**src/rtl/xp_pkg.sv**
```systemverilog
`timescale 1ns/1ps
package xp_pkg;

  typedef enum logic [1:0] {
    OUT_MUX  = 2'b00,
    OUT_HOLD = 2'b01,
    OUT_LOW  = 2'b10,
    OUT_HIGH = 2'b11
  } out_mode_e;

  // Select pair to slot: reflected ordering, one line changes per step.
  function automatic logic [1:0] slot_of(input logic s1, input logic s0);
    case ({s1, s0})
      2'b00:   return 2'd0;
      2'b01:   return 2'd1;
      2'b11:   return 2'd2;
      default: return 2'd3;
    endcase
  endfunction

  // Neighbour cell feeding slot k of cell c, circular over n cells.
  function automatic int nbr_index(input int c, input int k, input int n);
    int ofs;
    case (k)
      0:       ofs = -2;
      1:       ofs = -1;
      2:       ofs = 1;
      default: ofs = 2;
    endcase
    return (c + ofs + n) % n;
  endfunction

endpackage

```
**src/rtl/xp_cfg_chain.sv**
```systemverilog
`timescale 1ns/1ps
module xp_cfg_chain #(
  parameter int TOTAL_W = 464
) (
  input  logic               clk,
  input  logic               rst,
  input  logic               shift_en,
  input  logic               shift_bit,
  input  logic               load,
  output logic [TOTAL_W-1:0] active,
  output logic               loaded
);

  logic [TOTAL_W-1:0] chain_q;
  logic               commit;

  assign commit = load && !shift_en;

  always_ff @(posedge clk) begin
    if (rst) begin
      chain_q <= '0;
    end else if (shift_en) begin
      chain_q <= {chain_q[TOTAL_W-2:0], shift_bit};
    end
  end

  always_ff @(posedge clk) begin
    if (rst) begin
      active <= '0;
      loaded <= 1'b0;
    end else if (commit) begin
      active <= chain_q;
      loaded <= 1'b1;
    end
  end

endmodule

```
**src/rtl/xp_cell.sv**
```systemverilog
`timescale 1ns/1ps
module xp_cell
  import xp_pkg::*;
#(
  parameter int N_PINS = 16,
  parameter int SEL_W  = 2,
  parameter int CELL_W = 29
) (
  input  logic              clk,
  input  logic              rst,
  input  logic              loaded,
  input  logic [N_PINS-1:0] pins,
  input  logic [CELL_W-1:0] cfg,
  input  logic [3:0]        nbr_mux,
  output logic              local_mux,
  output logic              pin_q,
  output logic              oe_q
);

  localparam int GRP     = N_PINS / 4;
  localparam int EXP_LSB = 4 * SEL_W;
  localparam int S0_LSB  = EXP_LSB + 4;
  localparam int S0_POL  = S0_LSB + SEL_W;
  localparam int S1_LSB  = S0_POL + 1;
  localparam int S1_POL  = S1_LSB + SEL_W;
  localparam int OE_LSB  = S1_POL + 1;
  localparam int OE_POL  = OE_LSB + SEL_W;
  localparam int OEM_LSB = OE_POL + 1;
  localparam int CE_LSB  = OEM_LSB + 2;
  localparam int CE_POL  = CE_LSB + SEL_W;
  localparam int OM_LSB  = CE_POL + 1;
  localparam int INV_BIT = OM_LSB + 2;

  function automatic logic grp_pin(input logic [N_PINS-1:0] p, input int grp,
                                   input logic [SEL_W-1:0] idx);
    if (int'(idx) < GRP) return p[grp*GRP + int'(idx)];
    return 1'b0;
  endfunction

  logic [3:0] direct;
  logic [1:0] slot;
  logic       sel0, sel1, cap_en, oe_pin;
  logic [3:0] slot_v;
  logic       mux_v, hold_q, out_val, oe_val;
  out_mode_e  omode;

  // Stage 1: pool pins only, no neighbour input (keeps the cascade acyclic).
  always_comb begin
    for (int k = 0; k < 4; k++) begin
      direct[k] = grp_pin(pins, k, cfg[k*SEL_W +: SEL_W]);
    end
    sel0      = grp_pin(pins, 2, cfg[S0_LSB +: SEL_W]) ^ cfg[S0_POL];
    sel1      = grp_pin(pins, 3, cfg[S1_LSB +: SEL_W]) ^ cfg[S1_POL];
    slot      = slot_of(sel1, sel0);
    local_mux = direct[slot];
    oe_pin    = grp_pin(pins, 0, cfg[OE_LSB +: SEL_W]) ^ cfg[OE_POL];
    cap_en    = grp_pin(pins, 1, cfg[CE_LSB +: SEL_W]) ^ cfg[CE_POL];
  end

  // Stage 2: slots may be replaced by neighbour stage-1 results.
  always_comb begin
    for (int k = 0; k < 4; k++) begin
      slot_v[k] = cfg[EXP_LSB + k] ? nbr_mux[k] : direct[k];
    end
    mux_v = slot_v[slot];
  end

  always_ff @(posedge clk) begin
    if (rst) begin
      hold_q <= 1'b0;
    end else if (loaded && cap_en) begin
      hold_q <= mux_v;
    end
  end

  always_comb begin
    omode = out_mode_e'(cfg[OM_LSB +: 2]);
    case (omode)
      OUT_MUX:  out_val = mux_v ^ cfg[INV_BIT];
      OUT_HOLD: out_val = hold_q ^ cfg[INV_BIT];
      OUT_LOW:  out_val = 1'b0;
      default:  out_val = 1'b1;
    endcase
    oe_val = cfg[OEM_LSB + 1] ? oe_pin : cfg[OEM_LSB];
  end

  always_ff @(posedge clk) begin
    if (rst) begin
      pin_q <= 1'b0;
      oe_q  <= 1'b0;
    end else begin
      pin_q <= loaded && out_val;
      oe_q  <= loaded && oe_val;
    end
  end

endmodule

```
**src/rtl/xp_fabric.sv**
```systemverilog
`timescale 1ns/1ps
module xp_fabric
  import xp_pkg::*;
#(
  parameter int N_CELLS = 16
) (
  input  logic               clk,
  input  logic               rst,
  input  logic [N_CELLS-1:0] pin_in,
  input  logic               cfg_shift,
  input  logic               cfg_bit,
  input  logic               cfg_load,
  output logic [N_CELLS-1:0] pin_out,
  output logic [N_CELLS-1:0] pin_oe
);

  localparam int GRP     = N_CELLS / 4;
  localparam int SEL_W   = (GRP > 1) ? $clog2(GRP) : 1;
  localparam int CELL_W  = 8 * SEL_W + 13;
  localparam int TOTAL_W = N_CELLS * CELL_W;

  logic [TOTAL_W-1:0] active_cfg;
  logic               loaded;
  logic [N_CELLS-1:0] local_mux;

  xp_cfg_chain #(.TOTAL_W(TOTAL_W)) u_chain (
    .clk      (clk),
    .rst      (rst),
    .shift_en (cfg_shift),
    .shift_bit(cfg_bit),
    .load     (cfg_load),
    .active   (active_cfg),
    .loaded   (loaded)
  );

  for (genvar c = 0; c < N_CELLS; c++) begin : g_cell
    logic [3:0] nbr;
    for (genvar k = 0; k < 4; k++) begin : g_nbr
      assign nbr[k] = local_mux[nbr_index(c, k, N_CELLS)];
    end

    xp_cell #(.N_PINS(N_CELLS), .SEL_W(SEL_W), .CELL_W(CELL_W)) u_cell (
      .clk      (clk),
      .rst      (rst),
      .loaded   (loaded),
      .pins     (pin_in),
      .cfg      (active_cfg[c*CELL_W +: CELL_W]),
      .nbr_mux  (nbr),
      .local_mux(local_mux[c]),
      .pin_q    (pin_out[c]),
      .oe_q     (pin_oe[c])
    );
  end

endmodule

```
**config.mk**
```make
export PLATFORM = sky130hd
export DESIGN_NAME = xp_fabric
export DESIGN_NICKNAME = d
export VERILOG_FILES = /design/src/rtl/xp_pkg.sv /design/src/rtl/xp_cfg_chain.sv /design/src/rtl/xp_cell.sv /design/src/rtl/xp_fabric.sv
export SDC_FILE = /design/constraint.sdc
export NUM_CORES = 2
export LEC_CHECK = 0
export CAP_MARGIN = 0
export CORE_MARGIN = 4
export CORE_UTILIZATION = 50
export CTS_BUF_LIST = sky130_fd_sc_hd__clkbuf_16
export CTS_CLUSTER_SIZE = 30
export DETAILED_ROUTE_END_ITERATION = 7
export DONT_BUFFER_PORTS = 1
export GPL_TIMING_DRIVEN = 0
export PLACE_DENSITY = 0.68
export SYNTH_ARGS = -nofsm -noshare
export SYNTH_HDL_FRONTEND = slang
export SYNTH_SLANG_ARGS = --single-unit
```
**constraint.sdc**
```tcl
create_clock -name clk -period 3.2 [get_ports clk]
set_input_delay 0.32 -clock clk [delete_from_list [all_inputs] [get_ports clk]]
set_output_delay 0.32 -clock clk [all_outputs]
set_load 0.01 [all_outputs]
```
### After elaboration in Yosys (flattened, before gate mapping)

Cells that the tools add are included.

* memory bits (read-only): 0
* flip-flop bits (word level): 977
* output and inout port bits: 32
* input bits: 21
* bits in latches: 0
* memories kept: 0
* logic and storage cells: 1061
* RAM bits: 0

* div/mod/pow operators: 0
* reduce and logical (&&, ||, !) cells: 82
* mux-type cells: 528
* magnitude comparators: 144
* $add $sub $neg: 96
* equality and inequality tests: 64
* bitwise gates (word level): 96
* multiply operators: 0
* shift operators: 0

Operators by type and width (count)
* 32-bit by 6-bit < comparator with 1-bit output (second input constant): 96
* 1-bit binary-select mux with 4-bit select: 96
* 1-bit 2-to-1 mux: 336
* 4-bit by 2-bit adder with 5-bit output (first input constant): 64
* 2-bit by 5-bit < comparator with 1-bit output (second input constant): 32
* 3-bit by 2-bit adder with 4-bit output (first input constant): 32
* 1-bit binary-select mux with 2-bit select: 64
* 2-bit one-hot mux with 3 select lines: 16
* 1-bit XOR: 96
* 2-bit by 1-bit equality test with 1-bit output (second input constant): 32
* 2-bit equality test (second input constant): 32
* 2-bit zero test: 32
* 1-bit logical AND: 49
* 2-bit by 3-bit < comparator with 1-bit output (second input constant): 16
* 1-bit one-hot mux with 3 select lines: 16
* 1-bit zero test: 1

### Logic depth before layout (Yosys ltp)

* depth after elaboration: 15
* mapped depth: 15
* gate-level depth less buffers: 10

### Hierarchy

From an unflattened synthesis, not the netlist that was laid out.

* cell total of the unflattened synthesis: 4637
* area total of the unflattened synthesis: 47354.2 um^2

Modules (own cells, without submodules)
* xp_cfg_chain: area each 37765.0 um^2, sequential area each 18597.8 um^2, cells each 3613, instances 1
* xp_cell: area each 599.3 um^2, sequential area each 60.1 um^2, cells each 64, instances 16

### Least setup slack after synthesis

No wires, ideal clock.

* path type: input-to-reg
* start point: in pin_in[8]
* end point: reg g_cell[8].u_cell.hold_q
* buffers on the path: 4
* required time: 3.112 ns
* slack: -0.180 ns
* library setup time: 0.088 ns
* cell stages on the path: 13
* arrival time: 3.292 ns
* cells stage by stage: buf_2 > buf_4 > clkbuf_1 > clkbuf_1 > mux4_2 > xor2_1 > inv_1 > ha_1 > nor2_1 > or3_4 > a211o_1 > a2111o_1 > a311oi_2

* longest elaborated chain between the ends: 11
* elaborated cells on any way between the ends: 124
* classes of those cells: 10 x eq/ne; 97 x mux; 11 x bitwise; 6 x reduce/logical

RTL lines
* start, declared: RTL line xp_fabric.sv:9 `input logic [N_CELLS-1:0] pin_in,`
* 1-bit binary-select mux with 4-bit select: RTL line xp_cell.sv:36 `if (int'(idx) < GRP) return p[grp*GRP + int'(idx)];`
* 1-bit 2-to-1 mux (implied by the code) (2 in series): RTL line xp_cell.sv:36
* 1-bit XOR (on tied branches): RTL line xp_cell.sv:52, xp_cell.sv:53
* 2-bit equality test (tied with other cells): RTL line xp_pkg.sv:13 `case ({s1, s0})`
* 2-bit one-hot mux with 3 select lines: RTL line xp_pkg.sv:13
* 1-bit binary-select mux with 2-bit select: RTL line xp_cell.sv:55 `local_mux = direct[slot];`
* 1-bit 2-to-1 mux (implied by the code): RTL line xp_cell.sv:55
* 1-bit 2-to-1 mux: RTL line xp_cell.sv:63 `slot_v[k] = cfg[EXP_LSB + k] ? nbr_mux[k] : direct[k];`
* 1-bit binary-select mux with 2-bit select: RTL line xp_cell.sv:65 `mux_v = slot_v[slot];`
* 1-bit 2-to-1 mux (implied by the code): RTL line xp_cell.sv:65
* end signal, assigned: RTL line xp_cell.sv:72 `hold_q <= mux_v;`
* end, declared: RTL line xp_cell.sv:44 `logic mux_v, hold_q, out_val, oe_val;`

Several ways; a longest one is shown, not always the timed one. The select of a mux whose other input is x is not followed.
A chain may end at the register's enable or synchronous reset.

### Worst setup path in the final report

* start point: in pin_in[2]
* end point: reg g_cell[9].u_cell.oe_q

* longest elaborated chain between the ends: 5

RTL lines
* 1-bit binary-select mux with 2-bit select: RTL line xp_cell.sv:36
* 1-bit 2-to-1 mux (implied by the code): RTL line xp_cell.sv:36
* 1-bit XOR: RTL line xp_cell.sv:56 `oe_pin = grp_pin(pins, 0, cfg[OE_LSB +: SEL_W]) ^ cfg[OE_POL];`
* 1-bit 2-to-1 mux: RTL line xp_cell.sv:84 `oe_val = cfg[OEM_LSB + 1] ? oe_pin : cfg[OEM_LSB];`
* 1-bit logical AND: RTL line xp_cell.sv:93 `oe_q <= loaded && oe_val;`
* end signal, assigned: RTL line xp_cell.sv:93
* end, declared: RTL line xp_cell.sv:17 `output logic oe_q`

No other way between the ends. The select of a mux whose other input is x is not followed.

==> flow_summary.toml <==
[yosys]
yosys.area.top_type = "dfxtp_1"
ys_seq_area_share_pct = 46.0
synth_area_leaders = "dfxtp_1, mux2i_1, nand2_1, a21oi_1, mux4_2"
netlist_area_sq_um = 42600
netlist.area_leader.share_pct = 46.0
ys_top_cells_by_count = "dfxtp_1, nand2_1, nor2_1"
avgSynthCellArea_sq_um = 8.96
yosys_warnings = 0
ys_ff_latch = 977
ys_async_sr_fraction_pct = 0
ys_types = 64
synth_ff_type = "dfxtp_1"
synth_nets = 4805
synthCells = 4752
synth_edf_count = 0
yosysMostFrequentCell = "dfxtp_1"

[placed_design]
portBuffers = 0
gp_congestion = 0.986
placed_area_sq_um = 44100
hpwl_um = 89000

[critical_path]
worstSetupPathType = "primary input to flip-flop"
crit_chain = "clkbuf_1 > clkdlybuf4s15_1 > clkbuf_2 > mux4_2 > xnor2_1 > a211oi_1"
cp_num_buf_inv = 3
reg2reg_depth = 10
cp.arrival_ns = 3.86
crit_start = "pin_in[2]"
slowest_delay_ns = 1.14
endpoint_kind = "flip-flop"
crit_slowest_cell = "clkdlybuf4s15_1"
cp_top_family = "buffers and inverters"
cp-start-kind = "primary input"
path_max_fanout = 11
r2r_start = "u_chain.active[389]"
cp.depth = 6
cp.required_ns = 3.73
crit_end = "g_cell[9].u_cell.oe_q"
reg2reg_slack_ns = 0.03
regToRegEndpoint = "g_cell[12].u_cell.pin_q"

[clocking]
cts_buffer_depth = 3
cts.sinks = 977
clock_latency_ns = 0.67
cts_root_buf = "clkbuf_16"
htreeDepth = 3
clk_pin_slew_ns = 0.06
cts_buffers = 102
cts_tree = "built"

[cells_and_area]
final_cell_area_sq_um = 48000
syn_to_final_growth_pct = 12.9
final_layout_size_suffix_gt1_share_pct = 10.4
multi_input_area_sq_um = 21700
nNetsFinal = 4928
fillers = 7508
register_area_sq_um = 19600

[floorplanning]
die_height_um = 300
io_pins = 53
dieArea_sq_um = 89800
core_area_sq_um = 84000
num_rows = 106
start_util_pct = 50.7
die_w_um = 300

[run]
maxCapViolCount = 1

[route]
drc_errors = 0
dr.pass1.iters = 8
wl_um = 132000
vias = 35500
routed_via_density = 5.82
drtAntennaViolNets = 0
wl_per_cell_um = 21.7
drt_iter0_drc = 3783

[global_routing]
grt_usage_pct = 28.7
grt_pass1_wl_um = 199000
antenna_found_initial = 11
gr-total-overflow = 0
grt_pass1_vias = 32800
grt_max_degree = 15

[sta]
min_period_ns = 3.33
hold_viol = 0
worst_pin_slew_ns = 1.51
setup-violations-final = 1
final.setup_skew_ns = 0.0264
relSlewSlack_pct = -0.667
drv_slew = 11
timing.final.crit_share_pct = 104
worst_slack_ns = -0.130
fmax_ghz = 0.300

[min_path]
hold_path.class = "primary input to flip-flop"

[status]
status = "complete, but fails checks"
violations = "max-capacitance violations, max-slew violations, negative setup slack"

[pwr]
total_power_mw = 25.7
power.density_nw_per_um2 = 535
leakagePower_nw = 17.4
ir_drop_uv = 439
worst min-delay path: stages:
cell and delay [ns]:
mux2i_1 0.15, o31a_1 0.13, a21oi_1 0.09, o221ai_2 0.12
nand4_1 0.10, o211ai_1 0.12
cell type report:
cell class	count	area share, %
Antenna cell	7	0.0365
Buffer	369	3.52
Clock buffer	105	5.47
Clock inverter	79	1.09
Inverter	66	0.516
Multi-Input combinational cell	3328	45.2
Sequential cell	977	40.7
Tap cell	1134	2.95
Timing Repair Buffer	31	0.547
worst min-delay path by stage:
stage	slack [ns]	start	depth (start not counted)	endpoint
after global routing	0.47	u_chain.active[370]	1	g_cell[12].u_cell.oe_q
final	0.43	pin_in[10]	6	g_cell[5].u_cell.pin_q
after global placement	0.44	u_chain.active[50]	2	u_chain.active[50]
after CTS	0.39	pin_in[10]	6	g_cell[5].u_cell.pin_q
after floorplan	0.43	u_chain.chain_q[463]	2	u_chain.active[463]
after detailed placement	0.45	u_chain.active[195]	2	u_chain.active[195]
through the flow:
stage               util (%)  instances  TNS, ns  setup WS [ns]  hold WS [ns]
detailed placement      52.5       5887   -68.29          -2.22         0.448
global route            57.2       6089  -0.0277        -0.0111         0.472
CTS                     56.9       6097        0        0.00157         0.394
global placement        52.5       5886   -79.10          -2.24         0.443
floorplan                  -       4752        0         0.0253         0.431
finish                  57.2       6096   -0.130         -0.130         0.433
sequential cells by signal, indices dropped and copies added (netlist names):
register / cells
u_chain.chain_q: 464
u_chain.loaded: 1
g_cell.u_cell.hold_q: 16
g_cell.u_cell.oe_q: 16
g_cell.u_cell.pin_q: 16
u_chain.active: 464
cells by family after synthesis:
| kind of cell | after synthesis | share of synthesized area [%] |
|---|---|---|
| flip-flops | 977 | 46.0 |
| AO/OA/AOI/OAI | 787 | 11.3 |
| adder cells (fa/ha/maj) | 32 | 0.941 |
| AND/OR/NAND/NOR | 1771 | 17.3 |
| XOR/XNOR | 80 | 1.65 |
| buffers and inverters | 447 | 4.26 |
| multiplexers | 658 | 18.6 |
timing repair:
item,in CTS,in global routing
pin swaps,18,10
endpoints found under the setup margin,42,31
buffers inserted,27,1
gates resized for setup,78,62
hold buffers,1,0
hold endpoints to repair,1,0
layer usage:
layer  wire [um]  track usage [%]
met2       57000             43.7
met5          12                0
met4        6220             12.5
met1       55200             39.1
met3       14000             6.76
power by group:
group	switching [mW]	leakage, nW	internal, mW
clock	5.00	1.62	6.33
combinational	1.52	7.90	0.640
sequential	0.0197	7.87	12.2
layout by cell type, fill, tap and decap left out, drive strengths merged, types with 19 or more instances in the layout:
cell     synthesis  final
a211oi          61     61
a21oi          483    483
and2            22     22
buf             92    121
clkbuf         289    382
clkinv           0     36
dfxtp          977    977
ha              32     32
inv             66     97
mux2            65     65
mux2i          493    493
mux4           100    100
nand2          971    971
nand2b          32     32
nand3           31     31
nand4           54     54
nand4b          19     19
nor2           549    549
nor3            39     39
nor3b           19     19
o2111ai         21     21
o211ai          33     33
o21a            24     24
o21ai           33     33
xor2            64     64
No activity file was read; power rests on OpenSTA's default activity.
